## src/rtl/lzlog_pkg.sv

```systemverilog
// Package: shared definitions for the leading-one logarithm approximator.
// Assumes nothing beyond IEEE 1800-2017 packages.
package lzlog_pkg;

    // Selects whether the result leaves through a register or straight from logic.
    typedef enum logic {
        OUT_COMB = 1'b0,
        OUT_REG  = 1'b1
    } lzlog_out_mode_e;

endpackage

```

## src/rtl/lzlog_lead_one.sv

```systemverilog
// Module: lzlog_lead_one
// Finds the index of the most significant set bit of the operand in one
// combinational pass, and reports whether any bit is set at all.
// Assumes OP_W >= 2. The index is zero when the operand is zero.
module lzlog_lead_one #(
    parameter int OP_W  = 16,
    parameter int IDX_W = $clog2(OP_W)
) (
    input  logic [OP_W-1:0]  op_i,
    output logic [IDX_W-1:0] idx_o,
    output logic             any_o
);

    // Priority encoder: the highest set bit overwrites any lower one.
    always_comb begin
        idx_o = '0;
        for (int i = 0; i < OP_W; i++) begin
            if (op_i[i]) begin
                idx_o = IDX_W'(i);
            end
        end
    end

    // Non-zero detection.
    assign any_o = |op_i;

endmodule

```

## src/rtl/lzlog_align.sv

```systemverilog
// Module: lzlog_align
// Left-justifies the bits below the leading one into the fraction field.
// It shifts the operand's low OP_W-1 bits left by (OP_W-1-idx) through a
// logarithmic shifter, one stage per bit of the shift amount. Bits pushed
// past the top fall off, and the leading one is among them.
// Assumes idx_i <= OP_W-1.
module lzlog_align #(
    parameter int OP_W  = 16,
    parameter int IDX_W = $clog2(OP_W)
) (
    input  logic [OP_W-2:0]  low_i,
    input  logic [IDX_W-1:0] idx_i,
    output logic [OP_W-2:0]  frac_o
);

    localparam logic [IDX_W-1:0] TOP_IDX = IDX_W'(OP_W - 1);

    logic [IDX_W-1:0] shamt;
    logic [OP_W-2:0]  stage [0:IDX_W];

    // Distance from the leading one to the top bit position.
    assign shamt    = TOP_IDX - idx_i;
    assign stage[0] = low_i;

    // One conditional power-of-two shift for each bit of the shift amount.
    for (genvar s = 0; s < IDX_W; s++) begin : g_shift
        assign stage[s+1] = shamt[s] ? (stage[s] << (1 << s)) : stage[s];
    end

    assign frac_o = stage[IDX_W];

endmodule

```

## src/rtl/lzlog_out_stage.sv

```systemverilog
// Module: lzlog_out_stage
// Either registers the result, with a synchronous active-low reset that
// clears it, or passes it straight through, as OUT_MODE selects.
// In OUT_COMB mode clk and rst_n have no effect.
module lzlog_out_stage
    import lzlog_pkg::*;
#(
    parameter int              OP_W     = 16,
    parameter int              IDX_W    = $clog2(OP_W),
    parameter lzlog_out_mode_e OUT_MODE = OUT_REG
) (
    input  logic             clk,
    input  logic             rst_n,
    input  logic [IDX_W-1:0] char_i,
    input  logic [OP_W-2:0]  frac_i,
    input  logic             zero_i,
    output logic [IDX_W-1:0] char_o,
    output logic [OP_W-2:0]  frac_o,
    output logic             zero_o
);

    if (OUT_MODE == OUT_REG) begin : g_reg
        // Pipeline register for the whole result.
        always_ff @(posedge clk) begin
            if (!rst_n) begin
                char_o <= '0;
                frac_o <= '0;
                zero_o <= 1'b0;
            end else begin
                char_o <= char_i;
                frac_o <= frac_i;
                zero_o <= zero_i;
            end
        end
    end else begin : g_comb
        assign char_o = char_i;
        assign frac_o = frac_i;
        assign zero_o = zero_i;
    end

endmodule

```

## src/rtl/lzlog_conv.sv

```systemverilog
// Module: lzlog_conv (top)
// Approximates log2 of an unsigned operand as k + x. k is the leading-one
// index and x is the remaining bits left-justified below the binary point.
// A zero operand raises zero_o, and the integer and fraction parts are then
// zero. Assumes OP_W >= 2.
module lzlog_conv
    import lzlog_pkg::*;
#(
    parameter int              OP_W     = 16,
    parameter lzlog_out_mode_e OUT_MODE = OUT_REG,
    localparam int             IDX_W    = $clog2(OP_W)
) (
    input  logic             clk,
    input  logic             rst_n,
    input  logic [OP_W-1:0]  op_i,
    output logic [IDX_W-1:0] char_o,
    output logic [OP_W-2:0]  frac_o,
    output logic             zero_o
);

    logic [IDX_W-1:0] lead_idx;
    logic             lead_any;
    logic [OP_W-2:0]  frac_raw;
    logic             zero_raw;

    lzlog_lead_one #(.OP_W(OP_W), .IDX_W(IDX_W)) lead_i (
        .op_i  (op_i),
        .idx_o (lead_idx),
        .any_o (lead_any)
    );

    lzlog_align #(.OP_W(OP_W), .IDX_W(IDX_W)) align_i (
        .low_i  (op_i[OP_W-2:0]),
        .idx_i  (lead_idx),
        .frac_o (frac_raw)
    );

    // A zero operand is flagged. The index and fraction are already zero then.
    assign zero_raw = ~lead_any;

    lzlog_out_stage #(.OP_W(OP_W), .IDX_W(IDX_W), .OUT_MODE(OUT_MODE)) out_i (
        .clk    (clk),
        .rst_n  (rst_n),
        .char_i (lead_idx),
        .frac_i (frac_raw),
        .zero_i (zero_raw),
        .char_o (char_o),
        .frac_o (frac_o),
        .zero_o (zero_o)
    );

endmodule

```

## config.mk

```make
export PLATFORM = sky130hd
export DESIGN_NAME = lzlog_conv
export DESIGN_NICKNAME = d
export VERILOG_FILES = /design/src/rtl/lzlog_pkg.sv /design/src/rtl/lzlog_lead_one.sv /design/src/rtl/lzlog_align.sv /design/src/rtl/lzlog_out_stage.sv /design/src/rtl/lzlog_conv.sv
export SDC_FILE = /design/constraint.sdc
export NUM_CORES = 1
export LEC_CHECK = 0
export ABC_AREA = 1
export ABC_CLOCK_PERIOD_IN_PS = 1890
export BUFFER_PORTS_ARGS = -buffer_cell sky130_fd_sc_hd__buf_2
export CAP_MARGIN = 20
export CORE_ASPECT_RATIO = 0.7
export CORE_MARGIN = 3
export CORE_UTILIZATION = 41
export DETAILED_ROUTE_END_ITERATION = 8
export GPL_TIMING_DRIVEN = 0
export PLACE_DENSITY = 0.77
export SYNTH_ARGS = -nofsm -noshare
export SYNTH_HDL_FRONTEND = slang
export SYNTH_SLANG_ARGS = --single-unit
```

## constraint.sdc

```tcl
create_clock -name clk -period 1.89 [get_ports clk]
set_input_delay 0.0945 -clock clk [delete_from_list [all_inputs] [get_ports clk]]
set_output_delay 0.0945 -clock clk [all_outputs]
set_load 0.05 [all_outputs]
```

==> flow_summary.yaml, run 1 <==
setup_path:
  cp_max_fo: 10
  slowest_stage: "buf_6"
  crit_path_start_kind: "input port"
  worstPathCellList: "buf_2, inv_2, nand2_1, nand2_1, nand2_1, nand2_1, nand2_1, nand2_1, nand2_1, nand2_1, nand2_1, nand2_1, nand2_2, nand2_4, buf_6, nand3_1, nand3_2, nand3_1, nand3_1, nand2_1"
  crit_type: "in2reg"
  cp-end-kind: "register"
  slowest_delay_ns: 0.14
  required_ns: 2.04
  cp_data_arrival_time_ns: 1.64
  cp_common_cell: "nand2_1"
cts:
  clk_pin_slew_worst_paths_ns: 0.07
  clk_path_buf_depth: 2
  htreeDepth: 1
  cts_hold_buffers: 0
  cts_resized: 0
  cts_buffers: 3
  post_cts_buffers: 0
  cts_tree: "built"
  cts.sinks: 20
  cts_root_buf: "clkbuf_8"
die:
  rows: 16
  die_w_um: 74.9
  fp.coreArea_mm2: 0.00298
  initial_utilization_pct: 45.6
  die_h_um: 54.2
  ioPinCount: 38
  die_area_mm2: 0.00406
route:
  vias: 1467
  wl_per_cell_um: 12.6
  first_iter_violations: 142
  drt_first_pass_iters: 4
  ant_nets: 0
  drc: 0
  wl_um: 3540
  viasPerCell: 5.20
global_routing:
  grt_max_degree: 12
  antenna_found_initial: 0
  first_global_vias: 1285
  track_usage_pct: 18.9
  grt.overflow.total: 0
  grt_pass1_wl_um: 5790
pwr:
  p_int_uw: 762
  p_per_area_mw_per_mm2: 734
  switchingPower_uw: 447
  clock_power_share_pct: 26.1
  ir_drop_mv: 0.461
  seq_power_share_pct: 38.4
  netSwitchingFraction_pct: 37.0
  cellLeakagePower_uw: 0.000899
  power_uw: 1210
  power_frac_comb_pct: 35.5
synth:
  synth_seq_cells: 20
  synth_area_per_cell_um2: 6.64
  synth_cell_types: 23
  synth.top_cells.by_count: "56 x nand3_1, 40 x nand2_1, 21 x inv_1"
  syn-num-nets: 223
  synth_cells: 205
  synth_top_area_share_pct: 29.4
  netlist_area_mm2: 0.00136
  yosys-top-cells-area: "dfxtp_1 29%, nand3_1 21%, nand2_1 11%"
  async_flop_share_pct: 0
  synthFlopType: "dfxtp_1"
  yosys_warnings: 0
  synth-edff-count: 0
  synth.most_common_cell: "nand3_1"
  ys_seq_area_share_pct: 29.4
  yosys.area.top_type: "dfxtp_1"
final_layout:
  area_growth_pct: 21.0
  layout-drive-gt1-share_pct: 32.5
  num-nets-final: 265
  diodes: 0
  fill_cells: 305
worst_hold_path:
  holdPathStages: 4
  hp-class: "in2reg"
  holdPathEnd: "out_i.zero_o"
  min-delay-start: "op_i[1]"
timing:
  post-route-period-util_pct: 78.9
  final-max-slew-violation-count: 0
  worst-slew-pin-transition_ns: 0.444
  hold_viol_final: 0
  period_minus_slack_ns: 1.49
  rsz0062_at_grt: "false"
  slew-limit-headroom_pct: 70.4
  fmax_mhz: 670
  final-setup-viol-count: 0
  tns_ns: 0
place:
  place_congestion: 0.968
  numPortBuffers: 37
  hpwl_um: 2850
flow_run:
  cap_violations: 0
run_status:
  status: "finished clean"
-- how the worst max path moves through the flow --
stage	cells past startpoint	end	startpoint	slack [ns]
6_report	20	out_i.frac_o[9]	op_i[2]	0.40
5_1_grt	20	out_i.frac_o[9]	op_i[3]	0.23
4_1_cts	20	out_i.frac_o[9]	op_i[2]	0.43
3_5_place_dp	20	out_i.frac_o[9]	op_i[2]	0.16
3_3_place_gp	20	out_i.frac_o[9]	op_i[2]	0.20
2_1_floorplan	19	out_i.frac_o[8]	op_i[2]	0.52
-- kinds of logic (layout without fill, tap and decap cells) --
kind of cell           count (synthesis)  in the layout  share of synthesized area, %
buffers and inverters                 32             73                          10.8
DFF                                   20             20                          29.4
and+or+nand+nor                      149            149                          58.1
AOI/OAI and AO/OA                      4              4                          1.65
-- worst max-delay path, delay by kind of cell --
family	cells	cell delay [ns]
buffers and inverters	3	0.31
AND/OR/NAND/NOR	17	1.22
-- cells in the final DEF, fill, tap and decap left out, types with 2 or more instances in the layout --
cell type / synthesis / layout
buf_2: 1 / 38
buf_4: 3 / 3
buf_6: 2 / 2
clkbuf_8: 0 / 4
dfxtp_1: 20 / 20
inv_1: 21 / 21
inv_2: 4 / 4
nand2_1: 40 / 40
nand2_2: 8 / 8
nand2_4: 3 / 3
nand3_1: 56 / 56
nand3_2: 15 / 15
nor2_1: 19 / 19
nor2_2: 2 / 2
o21ai_0: 2 / 2
-- layer usage --
metal  up-vias  part of all wire, %  GRT usage (%)  routed length (µm)
met1       648                   49           28.2                1740
met4         0                    0           2.07                   0
met3         0                  8.7           4.77                 309
met2        67                   42           28.2                1490
li1        752                    -              -                   -
met5         -                    0              0                   0
-- stage by stage --
stage / cell area, µm² / util [%] / hold WS [ns] / setup WS, ns / instances
2_1_floorplan: 1360 / - / 0.261 / 0.520 / 205
3_3_place_gp: 1590 / 53.4 / 0.389 / 0.196 / 278
3_5_place_dp: 1590 / 53.4 / 0.382 / 0.160 / 278
4_1_cts: 1650 / 55.2 / 0.111 / 0.433 / 282
5_1_grt: 1650 / 55.2 / 0.140 / 0.228 / 282
6_report: 1650 / 55.2 / 0.116 / 0.398 / 282
-- power groups by stage --
stage	clock network [µW]	logic [µW]	registers (µW)
after floorplan	0	199	601
after global placement	0	422	473
after detailed placement	0	426	474
after CTS	329	427	464
after global routing	351	465	467
final	316	429	464
-- area by class of cell --
| cell class | instances | area, µm² | area share, % |
|---|---|---|---|
| inverters | 25 | 93.8 | 5.70 |
| plain buffers | 7 | 53.8 | 3.27 |
| repair buffers | 37 | 185 | 11.2 |
| clock buffers | 4 | 55.1 | 3.34 |
| well taps | 36 | 45.0 | 2.74 |
| multi-input cells | 153 | 813 | 49.4 |
| flip-flops and latches | 20 | 400 | 24.3 |
-- flip-flops by register name, summed over array words and instances, names as in the netlist --
register,flops
out_i.char_o,4
out_i.frac_o,15
out_i.zero_o,1
No activity file was read; power rests on OpenSTA's default activity.
==> run 2: changes to the inputs <==
--- a/config.mk
+++ b/config.mk
@@ -6,7 +6,7 @@
 export NUM_CORES = 1
 export LEC_CHECK = 0
 export ABC_AREA = 1
-export ABC_CLOCK_PERIOD_IN_PS = 1890
+export ABC_CLOCK_PERIOD_IN_PS = 1250
 export BUFFER_PORTS_ARGS = -buffer_cell sky130_fd_sc_hd__buf_2
 export CAP_MARGIN = 20
 export CORE_ASPECT_RATIO = 0.7
@@ -14,7 +14,7 @@
 export CORE_UTILIZATION = 41
 export DETAILED_ROUTE_END_ITERATION = 8
 export GPL_TIMING_DRIVEN = 0
-export PLACE_DENSITY = 0.77
+export PLACE_DENSITY = 0.8
 export SYNTH_ARGS = -nofsm -noshare
 export SYNTH_HDL_FRONTEND = slang
 export SYNTH_SLANG_ARGS = --single-unit
==> constraint.sdc (replaced) <==
create_clock -name clk -period 1.25 [get_ports clk]
set_input_delay 0.0625 -clock clk [delete_from_list [all_inputs] [get_ports clk]]
set_output_delay 0.0625 -clock clk [all_outputs]
set_load 0.05 [all_outputs]
==> run 2 against run 1 <==
The flow now finishes with violations (negative setup slack). Critical path depth decreased by 7. Routed wire length increased by 35%. Combinational power is 100% higher. Global-route usage decreased by 0.20 points.
==> flow_summary.yaml, run 2 (same netlist as run 1, synthesis figures left out) <==
final_layout:
  final_common_cell: "buf_2"
  post-route-util_pct: 72.0
  fin_cells: 289
  regMostFlops: "out_i.frac_o"
  layout-drive-gt1-share_pct: 51.0
  mostFrequentLayoutCells: "35 x buf_2, 31 x nand2_1, 30 x nand3_2"
  largest_reg_flops: 15
  diodes: 0
  top_regs: "out_i.frac_o: 15 flops, out_i.char_o: 4 flops, out_i.zero_o: 1 flops"
  area_growth_pct: 57.7
  num-nets-final: 272
setup_path:
  cp_max_fo: 10
  critPathCapture: "out_i.frac_o[10]"
  cp_data_arrival_time_ns: 1.78
  worstSetupStartpoint: "op_i[7]"
  crit_path_start_kind: "input port"
  required_ns: 1.46
  crit_type: "in2reg"
  cp-end-kind: "register"
run_status:
  status: "finished, violations left"
  violations: "negative setup slack"
pwr:
  p_per_area_mw_per_mm2: 1020
  netSwitchingFraction_pct: 36.8
  power_uw: 2190
  p_int_uw: 1390
  ir_drop_mv: 0.595
  switchingPower_uw: 807
  seq_power_share_pct: 31.9
  cellLeakagePower_uw: 0.00107
  power_frac_comb_pct: 39.3
  clock_power_share_pct: 28.7
die:
  ioPinCount: 38
  die_area_mm2: 0.00406
  initial_utilization_pct: 45.6
  die_w_um: 74.9
  rows: 16
  fp.coreArea_mm2: 0.00298
  die_h_um: 54.2
timing:
  fin_hold_ws_ns: 0.0886
  slew-limit-headroom_pct: 67.2
  final-max-slew-violation-count: 0
  period_minus_slack_ns: 1.57
  worst-slew-pin-transition_ns: 0.491
  hold_viol_final: 0
  fmax_mhz: 635
  post-route-period-util_pct: 126
  rsz0062_at_grt: "true"
  fin_ws_ns: -0.325
  final-setup-viol-count: 15
worst_hold_path:
  hp-class: "in2reg"
  min-delay-start: "op_i[1]"
  holdPathStages: 4
global_routing:
  grt_max_degree: 13
  grt_pass1_wl_um: 5820
  grt.overflow.total: 0
  first_global_vias: 1344
  antenna_found_initial: 0
  track_usage_pct: 18.7
route:
  drc: 0
  wl_per_cell_um: 16.5
  viasPerCell: 5.76
  first_iter_violations: 152
  ant_nets: 0
  drt_first_pass_iters: 7
  vias: 1664
  wl_um: 4760
cts:
  htreeDepth: 1
  clk_path_buf_depth: 2
  cts.sinks: 20
  cts_tree: "built"
  cts_buffers: 3
  cts_hold_buffers: 0
  cts_root_buf: "clkbuf_8"
  clk_pin_slew_worst_paths_ns: 0.07
place:
  numPortBuffers: 37
  dpl.cell_count: 278
  place_congestion: 0.879
  hpwl_um: 2830
flow_run:
  cap_violations: 0
-- run 2: power groups by stage --
| stage | sequential [µW] | clock (µW) | combinational, µW |
|---|---|---|---|
| after CTS | 701 | 642 | 684 |
| final | 701 | 630 | 863 |
| after floorplan | 909 | 0 | 318 |
| after global placement | 715 | 0 | 658 |
| after global routing | 706 | 667 | 916 |
| after detailed placement | 715 | 0 | 664 |
-- run 2: worst min path at each step --
stage | slack (ns) | to
after floorplan | 0.23 | out_i.zero_o
after global placement | 0.36 | out_i.zero_o
after detailed placement | 0.36 | out_i.zero_o
after CTS | 0.09 | out_i.zero_o
after global routing | 0.13 | out_i.zero_o
final | 0.09 | out_i.zero_o
-- run 2: repair_timing --
item | 4_1_cts | 5_1_grt
pin swaps | 1 | 29
setup endpoints to repair | 13 | 16
gates resized for setup | 13 | 57
gates cloned | 0 | 2
buffers inserted | 0 | 5
-- run 2: cell type report --
class	instances	area (µm²)
timing repair buffer	44	295
multi-input combinational	153	1150
sequential	20	400
clock inverter	1	30.0
clock buffer	3	41.3
tap	36	45.0
buffer	7	67.6
inverter	25	120
fill	225	836
-- run 2: worst max-delay path, cell delays in order --
cell and delay [ns]:
buf_2 0.10, inv_1 0.23, nand3_1 0.15, nand2_1 0.09
nand2_1 0.05, nand3_1 0.12, nand3_4 0.15, inv_2 0.15
buf_4 0.25, nand3_2 0.16, nand3_2 0.09, nand3_1 0.08
nand2_1 0.09
-- run 2: metrics by stage --
stage	instance area, µm²	setup WS (ns)	TNS [ns]
4_1_cts	1770	-0.0893	-0.714
6_report	2150	-0.325	-3.00
5_1_grt	2150	-0.405	-4.74
3_5_place_dp	1650	-0.448	-6.07
3_3_place_gp	1650	-0.448	-6.10
2_1_floorplan	1420	-0.0464	-0.353
-- run 2: layer usage --
metal / share of wire (%) / vias up / GRT usage [%]
li1: - / 770 / -
met1: 40 / 772 / 26.8
met2: 47 / 100 / 28.3
met3: 9.5 / 22 / 5.14
met4: 3.3 / 0 / 3.25
met5: 0 / - / 0
